--- src/rtl/ramser_pkg.sv ---
package ramser_pkg;
   typedef enum logic {
      ST_IDLE = 1'b0,
      ST_SEND = 1'b1
   } ramser_state_t;

   function automatic int unsigned ramser_cnt_w(input int unsigned n);
      return (n < 2) ? 1 : $clog2(n);
   endfunction
endpackage

--- src/rtl/ramser_mem.sv ---
module ramser_mem #(
   parameter int unsigned ADDR_W = 5,
   parameter int unsigned DATA_W = 8
) (
   input  logic              clk,
   input  logic              wr_en,
   input  logic [ADDR_W-1:0] wr_addr,
   input  logic [DATA_W-1:0] wr_data,
   input  logic [ADDR_W-1:0] rd_addr,
   output logic [DATA_W-1:0] rd_data
);
   localparam int unsigned DEPTH = 1 << ADDR_W;

   logic [DATA_W-1:0] words [DEPTH];

   always_ff @(posedge clk) begin
      if (wr_en) words[wr_addr] <= wr_data;
   end

   assign rd_data = words[rd_addr];
endmodule

--- src/rtl/ramser_shifter.sv ---
module ramser_shifter #(
   parameter int unsigned DATA_W    = 8,
   parameter bit          LSB_FIRST = 1'b1,
   parameter bit          IDLE_LVL  = 1'b1
) (
   input  logic              clk,
   input  logic              rst_a,
   input  logic              active,
   input  logic              load,
   input  logic [DATA_W-1:0] load_data,
   input  logic              shift,
   output logic              last_bit,
   output logic              bit_out
);
   import ramser_pkg::*;
   localparam int unsigned CNT_W = ramser_cnt_w(DATA_W);
   localparam logic [CNT_W-1:0] CNT_LAST = CNT_W'(DATA_W - 1);

   logic [DATA_W-1:0] sreg;
   logic [DATA_W-1:0] sreg_next;
   logic [CNT_W-1:0]  bcnt;
   logic              head;

   generate
      if (LSB_FIRST) begin : g_lsb
         assign head      = sreg[0];
         assign sreg_next = {1'b0, sreg[DATA_W-1:1]};
      end else begin : g_msb
         assign head      = sreg[DATA_W-1];
         assign sreg_next = {sreg[DATA_W-2:0], 1'b0};
      end
   endgenerate

   always_ff @(posedge clk or posedge rst_a) begin
      if (rst_a) begin
         sreg <= '0;
         bcnt <= '0;
      end else if (load) begin
         sreg <= load_data;
         bcnt <= '0;
      end else if (shift) begin
         sreg <= sreg_next;
         bcnt <= bcnt + 1'b1;
      end
   end

   assign last_bit = (bcnt == CNT_LAST);
   assign bit_out  = active ? head : IDLE_LVL;
endmodule

--- src/rtl/ramser_ctrl.sv ---
module ramser_ctrl #(
   parameter int unsigned ADDR_W = 5
) (
   input  logic              clk,
   input  logic              rst_a,
   input  logic              start,
   input  logic              ser_en,
   input  logic              stall,
   input  logic              last_bit,
   input  logic              wr_req,
   output logic              wr_ok,
   output logic              load,
   output logic              shift,
   output logic [ADDR_W-1:0] rd_addr,
   output logic              busy
);
   import ramser_pkg::*;
   localparam logic [ADDR_W-1:0] IDX_LAST = {ADDR_W{1'b1}};

   ramser_state_t     state;
   ramser_state_t     state_nx;
   logic [ADDR_W-1:0] idx;
   logic [ADDR_W-1:0] idx_nx;
   logic              advance;

   assign busy    = (state == ST_SEND);
   assign advance = busy && ser_en && !stall;
   assign wr_ok   = wr_req && !busy;
   assign rd_addr = busy ? idx + 1'b1 : '0;

   always_comb begin
      state_nx = state;
      idx_nx   = idx;
      load     = 1'b0;
      shift    = 1'b0;
      unique case (state)
         ST_IDLE: begin
            if (start) begin
               load     = 1'b1;
               idx_nx   = '0;
               state_nx = ST_SEND;
            end
         end
         ST_SEND: begin
            if (advance) begin
               if (!last_bit) begin
                  shift = 1'b1;
               end else if (idx == IDX_LAST) begin
                  state_nx = ST_IDLE;
               end else begin
                  load   = 1'b1;
                  idx_nx = idx + 1'b1;
               end
            end
         end
         default: state_nx = ST_IDLE;
      endcase
   end

   always_ff @(posedge clk or posedge rst_a) begin
      if (rst_a) begin
         state <= ST_IDLE;
         idx   <= '0;
      end else begin
         state <= state_nx;
         idx   <= idx_nx;
      end
   end
endmodule

--- src/rtl/ramser_tx.sv ---
module ramser_tx #(
   parameter int unsigned ADDR_W    = 5,
   parameter int unsigned DATA_W    = 8,
   parameter bit          LSB_FIRST = 1'b1,
   parameter bit          IDLE_LVL  = 1'b1
) (
   input  logic              clk,
   input  logic              rst_a,
   input  logic              wr_en,
   input  logic [ADDR_W-1:0] wr_addr,
   input  logic [DATA_W-1:0] wr_data,
   input  logic              start,
   input  logic              ser_en,
   input  logic              stall,
   output logic              sout,
   output logic              busy
);
   generate
      if (DATA_W < 2) begin : g_bad_width
         $error("ramser_tx: DATA_W must be at least 2");
      end
      if (ADDR_W < 1 || ADDR_W > 10) begin : g_bad_depth
         $error("ramser_tx: ADDR_W must be in 1..10");
      end
   endgenerate

   logic              wr_ok;
   logic              load;
   logic              shift;
   logic              last_bit;
   logic [ADDR_W-1:0] rd_addr;
   logic [DATA_W-1:0] rd_data;

   ramser_ctrl #(.ADDR_W(ADDR_W)) u_ctrl (
      .clk      (clk),
      .rst_a    (rst_a),
      .start    (start),
      .ser_en   (ser_en),
      .stall    (stall),
      .last_bit (last_bit),
      .wr_req   (wr_en),
      .wr_ok    (wr_ok),
      .load     (load),
      .shift    (shift),
      .rd_addr  (rd_addr),
      .busy     (busy)
   );

   ramser_mem #(.ADDR_W(ADDR_W), .DATA_W(DATA_W)) u_mem (
      .clk     (clk),
      .wr_en   (wr_ok),
      .wr_addr (wr_addr),
      .wr_data (wr_data),
      .rd_addr (rd_addr),
      .rd_data (rd_data)
   );

   ramser_shifter #(
      .DATA_W    (DATA_W),
      .LSB_FIRST (LSB_FIRST),
      .IDLE_LVL  (IDLE_LVL)
   ) u_shift (
      .clk       (clk),
      .rst_a     (rst_a),
      .active    (busy),
      .load      (load),
      .load_data (rd_data),
      .shift     (shift),
      .last_bit  (last_bit),
      .bit_out   (sout)
   );
endmodule

--- config.mk ---
export PLATFORM = sky130hd
export DESIGN_NAME = ramser_tx
export DESIGN_NICKNAME = d
export VERILOG_FILES = /design/src/rtl/ramser_pkg.sv /design/src/rtl/ramser_mem.sv /design/src/rtl/ramser_shifter.sv /design/src/rtl/ramser_ctrl.sv /design/src/rtl/ramser_tx.sv
export SDC_FILE = /design/constraint.sdc
export NUM_CORES = 1
export LEC_CHECK = 0
export ABC_AREA = 1
export BUFFER_PORTS_ARGS = -buffer_cell sky130_fd_sc_hd__buf_2
export CORE_ASPECT_RATIO = 0.5
export CORE_MARGIN = 8
export CORE_UTILIZATION = 65
export CTS_CLUSTER_DIAMETER = 200
export CTS_CLUSTER_SIZE = 40
export DETAILED_ROUTE_END_ITERATION = 6
export MAX_ROUTING_LAYER = met4
export PLACE_DENSITY = 0.88
export REMOVE_ABC_BUFFERS = 1
export SETUP_SLACK_MARGIN = 0.02
export SLEW_MARGIN = 5
export SYNTH_ARGS = -nofsm -noshare
export SYNTH_HDL_FRONTEND = slang
export SYNTH_HIERARCHICAL = 1
export SYNTH_SLANG_ARGS = --single-unit
--- constraint.sdc ---
create_clock -name clk -period 3.9 [get_ports clk]
set_input_delay 0.585 -clock clk [delete_from_list [all_inputs] [get_ports clk]]
set_output_delay 0.585 -clock clk [all_outputs]
set_load 0.1 [all_outputs]
# --- Word-level counts from Yosys, hierarchy flattened ---
# Memories as Yosys holds them, arrays and structs flattened.
# Index checks and enable logic that the tools add are counted.
word_totals:
  inputBits: 19
  memories: 1
  out_inout_bits: 2
  ramBits: 256
  register_bits: 17
mem_list:
  columns: ["memory", "depth", "word_bits", "rd", "rd_ports_with_merged_regs", "write_ports", "line", "rtl"]
  rows:
  - ["u_mem.words", 32, 8, 1, 0, 1, "ramser_mem.sv:14", "logic [DATA_W-1:0] words [DEPTH];"]
classes:
  reduce_logical: 7
  n_bitwise: 1
  mux: 24
  n_eq_ne: 6
  n_addsub: 2
op_table:
  columns: ["cell", "n"]
  rows:
  - ["2-to-1 mux 5 bit", 5]
  - ["2-to-1 mux 8 bit", 2]
  - ["2-to-1 mux 1 bit", 12]
  - ["one-hot mux 5 bit (2 select lines)", 1]
  - ["2-to-1 mux 3 bit", 2]
  - ["inequality test 2 bit (second input constant)", 3]
  - ["adder 5 x 1 -> 5 bit (second input constant)", 1]
  - ["== test 5 bit (second input constant)", 1]
  - ["one-hot mux 1 bit (2 select lines)", 2]
  - ["AND reduction 4 bit", 1]
  - ["adder 3 x 1 -> 3 bit (second input constant)", 1]
  - ["== test 3 bit (second input constant)", 1]
  - ["logical AND 1 bit", 3]
  - ["zero test 1 bit", 2]
  - ["inequality test 2 x 1 -> 1 bit (second input constant)", 1]
  - ["nonzero test 2 bit", 1]
  - ["inverter 1 bit", 1]

# --- Logic depth before layout (Yosys ltp) ---
logic_depth:
  depth_word: 6
  mapped_depth: 16
  ltp_nobuf: 13

# --- Modules after synthesis ---
# The synthesis kept the hierarchy.
modules_own_cells:
  columns: ["mod", "instances", "area_each_um2", "seq_area_each_um2", "cells_each"]
  rows:
  - ["ramser_mem", 1, 10626.4, 7687.4, 914]
  - ["ramser_shifter", 1, 528.0, 275.3, 61]
  - ["ramser_ctrl", 1, 419.2, 150.1, 54]

# --- Least setup slack after synthesis ---
# No wires, ideal clock.
synth_path:
  kind: "register to register"
  start: "register u_ctrl.state (netlist: u_ctrl/busy)"
  end: "register u_shift.sreg[6]"
  period_less_slack_ps: 2455
  path_stages_with_launch: 17
  n_path_buf: 3
  t_arrival_ps: 2330
  setup_slack_ps: 1445
  path_cell_list: "dfrtp_1 > buf_6 > inv_1 > nor2_1 > inv_2 > buf_6 > buf_6 > nand2_1 > nand3_1 > nand3_1 > nand2_1 > nand2_1 > nand2_1 > nand2_1 > nand2_1 > nand2_1 > nand3_1"
synth_between:
  elab_cells_between_ends: 11
synth_rtl:
  columns: ["item", "line", "rtl"]
  rows:
  - ["from (decl)", "ramser_ctrl.sv:20", "ramser_state_t state;"]
  - ["from (signal assigned)", "ramser_ctrl.sv:65", "state <= state_nx;"]
  - ["2-to-1 mux 5 bit", "ramser_ctrl.sv:29", "assign rd_addr = busy ? idx + 1'b1 : '0;"]
  - ["via rd_addr[0]", "ramser_tx.sv:31", "logic [ADDR_W-1:0] rd_addr;"]
  - ["memory (32 x 8 bit)", null, null]
  - ["via rd_data[6]", "ramser_tx.sv:32", "logic [DATA_W-1:0] rd_data;"]
  - ["2-to-1 mux 8 bit", "ramser_shifter.sv:38", "end else if (load) begin"]
  - ["to (signal assigned)", "ramser_shifter.sv:39", "sreg <= load_data;"]
  - ["to (signal assigned)", "ramser_shifter.sv:42", "sreg <= sreg_next;"]
  - ["to (decl)", "ramser_shifter.sv:19", "logic [DATA_W-1:0] sreg;"]
# The timed path passes the listed nets, and every way through them passes these cells.
# A chain may end at the register's enable or synchronous reset.

# --- Worst setup path in the final report ---
layout_path:
  start: "register u_ctrl.idx[0]"
  end: "register u_shift.sreg[0]"
layout_between:
  elab_cells_between_ends: 10
layout_rtl:
  columns: ["item", "line", "rtl"]
  rows:
  - ["from (decl)", "ramser_ctrl.sv:22", "logic [ADDR_W-1:0] idx;"]
  - ["from (signal assigned)", "ramser_ctrl.sv:66", "idx <= idx_nx;"]
  - ["adder 5 x 1 -> 5 bit", "ramser_ctrl.sv:29", null]
  - ["2-to-1 mux 5 bit", "ramser_ctrl.sv:29", null]
  - ["via rd_addr[1]", "ramser_tx.sv:31", null]
  - ["memory (32 x 8 bit)", null, null]
  - ["via rd_data[0]", "ramser_tx.sv:32", null]
  - ["2-to-1 mux 8 bit", "ramser_shifter.sv:38", null]
# The timed path passes the listed nets, and every way through them passes these cells.

==> run metrics <==
run status completed; area fraction in compound gates after synthesis 0.00130; Synth top area share 0.664; Worst Skew 0.0291 ns; number of nets in the layout 1,036; Syn. warnings 6; vias per cell 6.32; critical setup path kind reg -> reg; total wirelength of the detailed-routed design 26.5 mm; drt pass-1 iters 6; GR Overflow Total 0; Worst VDD drop 0.493 mV; detail-routed net length per standard cell 21.2 um; most used standard cells in the synthesized netlist sky130_fd_sc_hd__nand2_1, sky130_fd_sc_hd__edfxtp_1, sky130_fd_sc_hd__nand3_1; Fin. Hold Viols 0; peak fanout along the critical path 64; TritonCTS sink count 273; Simple-Gate Fraction of Synth Area 0.248; die extent in y 110 um; fin. max-slew vios 0; synthesized flop and latch total 273; peak clock frequency supported by timing 335 MHz; number of rows in the core area 34; HPWL reported at the end of detailed placement 15.9 mm; Max-Slew Margin vs Limit 0.181; Setup crit end kind flip-flop; vias after detailed routing 7,904; Power per Cell Area 591 nW/um2; max-capacitance violation count 0; Die Width 205 um; stage delay of the slowest cell on the critical path ~0.87 ns; Yosys top cell by area sky130_fd_sc_hd__edfxtp_1; worst-case hold slack 0.418 ns; last weighted congestion value of the routability-driven placer 0.884; share of final-layout standard cells stronger than drive strength 1 0.0512; clock buffer count from CTS 10; H-tree depth reported by CTS 1; post-synthesis instance total slightly above 1,000; slew of the pin with the lowest slew margin roughly 1.2 ns; worst setup timing slack at the placement stage 1.04 ns; Seq/Total Area, Yosys 0.701; syn_area_per_cell 11.2 um2; fraction of registers with async set/reset 0.0623; Final Cycle Share 0.766; area of the die 22,600 um2; Finish-stage setup viols 0; CTS tree yes; final worst-path setup slack approximately 0.9 ns; top cells by area, synth sky130_fd_sc_hd__edfxtp_1, sky130_fd_sc_hd__nand2_1, sky130_fd_sc_hd__nand3_1; number of DRC markers in iteration 0 between 1,000 and 1,500; clock root buffer master sky130_fd_sc_hd__clkbuf_16; count of flip-flops with a built-in enable after synthesis 256; RSZ-0062 raised after global routing no; crit-path cells ha_1 > nand2_1 > inv_2 > inv_2 > nand3_1 > nand3_1 > nand2_1 > nand2_1 > nand2_1 > nand2_1 > nand2_1 > nand2_1 > nand3_1; Required @ worst endpoint about 4.3 ns; number of global-route vias before repair 7,494; IO Pins 21; latest clock arrival within the worst-skew pair around 0.5 ns; most used flip-flop cell after synthesis sky130_fd_sc_hd__edfxtp_1; first-pass GRT wire length 40.4 mm; initial core utilization 0.665; cell leakage power 4.42 nW; CTS resizes 0; fraction of synthesized area in multiplexers 0; adder-cell area share of the yosys netlist 0.00432; clock input transition at the sequential cells of the worst setup and hold paths 0.14 ns; post-layout utilization of the core 0.685; cell with the most instances after synthesis sky130_fd_sc_hd__nand2_1; xor and xnor fraction of the mapped netlist area 0; initial antenna violation count 0; library cell appearing most often on the critical path sky130_fd_sc_hd__nand2_1; slowest cell on the critical path sky130_fd_sc_hd__inv_2; final critical delay including setup and external delays 2.99 ns; count of cell types in the netlist 21; post-synthesis to final-layout area growth 2.92%; Antenna Cells 0; number of buffers between clock root and the deepest sink 3; DR DRC count 0; dominant combinational cell family by area after synthesis simple AND/OR/NAND/NOR gates; endpoint arrival time on the critical path about 3.4 ns; total routing resource utilization after global routing 0.238; summed instance area of the synthesized netlist approximately 12,000 um2; worst min-delay path class in -> reg; crit path launch type flip-flop; floorplan core area 17,400 um2; Port Buffer Count 20; hold path cells 3; pin count of the biggest net entering global routing 122; number of antenna-violating nets in the routed design 0; FF-to-FF path depth 13; number of buffers added for setup after CTS 0
[power breakdown]
part / switching (mW) / internal, mW / total [mW] / leakage [nW]
logic: 1.74 / 0.642 / 2.38 / 1.75
clock network: 0.821 / 0.529 / 1.35 / 0.144
registers: 0.0467 / 3.26 / 3.31 / 2.52
total: 2.61 / 4.43 / 7.04 / 4.42
[layout make-up]
cell class / count / area (um2)
clock buffer: 14 / 287
clock inverter: 1 / 8.76
fill: 1112 / 5490
inverter: 21 / 80.1
multi-input combinational: 679 / 2940
sequential: 273 / 8110
tap: 234 / 293
timing repair buffer: 28 / 188
[sequential cells by signal (all words and copies together) (netlist names)]
register      cells
u_ctrl/busy       1
u_ctrl/idx        5
u_mem/words     256
u_shift/bcnt      3
u_shift/sreg      8
[placed cells by master (no fill, tap or decap), drive strengths merged, types with 4 or more instances in the layout]
cell type | synthesis | final
nand2 | 404 | 404
edfxtp | 256 | 256
nand3 | 228 | 228
nor2 | 39 | 39
buf | 49 | 27
inv | 20 | 20
dfrtp | 17 | 17
clkbuf | 7 | 14
ha | 4 | 4
[metrics by stage]
step                      TNS [ns]  power, mW  area (um2)  cells
final                            0       7.04       11900   1250
after global routing             0       7.31       11900   1250
after global placement           0       5.54       11600   1234
after CTS                        0       6.96       11900   1250
after floorplan             -38.07       4.99       11100    973
after detailed placement         0       5.65       11600   1234
[path summary, 6_finish.rpt]
kind | from | to | slack [ns]
worst min-delay path | start | u_ctrl/busy$_DFF_PP0_ | 0.42
max in group asynchronous | rst_a | u_shift/sreg[0]$_DFFE_PP0P_ | 2.88
min in group asynchronous | rst_a | u_ctrl/idx[2]$_DFFE_PP0P_ | 0.54
worst max-delay path | u_ctrl/idx[0]$_DFFE_PP0P_ | u_shift/sreg[0]$_DFFE_PP0P_ | 0.91
worst min register to register | u_shift/bcnt[0]$_DFFE_PP0P_ | u_shift/bcnt[0]$_DFFE_PP0P_ | 0.49
worst max register to register | u_ctrl/idx[0]$_DFFE_PP0P_ | u_shift/sreg[0]$_DFFE_PP0P_ | 0.91
[cells by family (layout without fill, tap and decap cells)]
family / count (synthesis) / after routing
AO/OA/AOI/OAI: 3 / 3
adder cells (fa/ha/maj): 4 / 4
buffers and inverters: 77 / 64
flip-flops: 273 / 273
AND/OR/NAND/NOR: 672 / 672
[timing repair]
| action | 4_1_cts | 5_1_grt |
|---|---|---|
| endpoints found under the setup margin | 0 | 0 |
| hold buffers | 1 | 0 |
| hold endpoints to repair | 2 | 0 |
[critical path, delay by kind of cell (launching register included)]
family / cells / cell delay, ns
adder cells (fa/ha/maj): 1 / 0.33
flip-flops: 1 / 0.46
AND/OR/NAND/NOR: 10 / 1.11
buffers and inverters: 2 / 0.92
[per-layer routing]
metal  vias up  wire [um]  global-route usage
met1      3752      10000               0.322
li1       3481          -                   -
met2       627      12600               0.376
met4         0        434              0.0623
met5         -          0                   -
met3        44       3460              0.0429
Note: power is estimated with default switching activity, not from simulation.
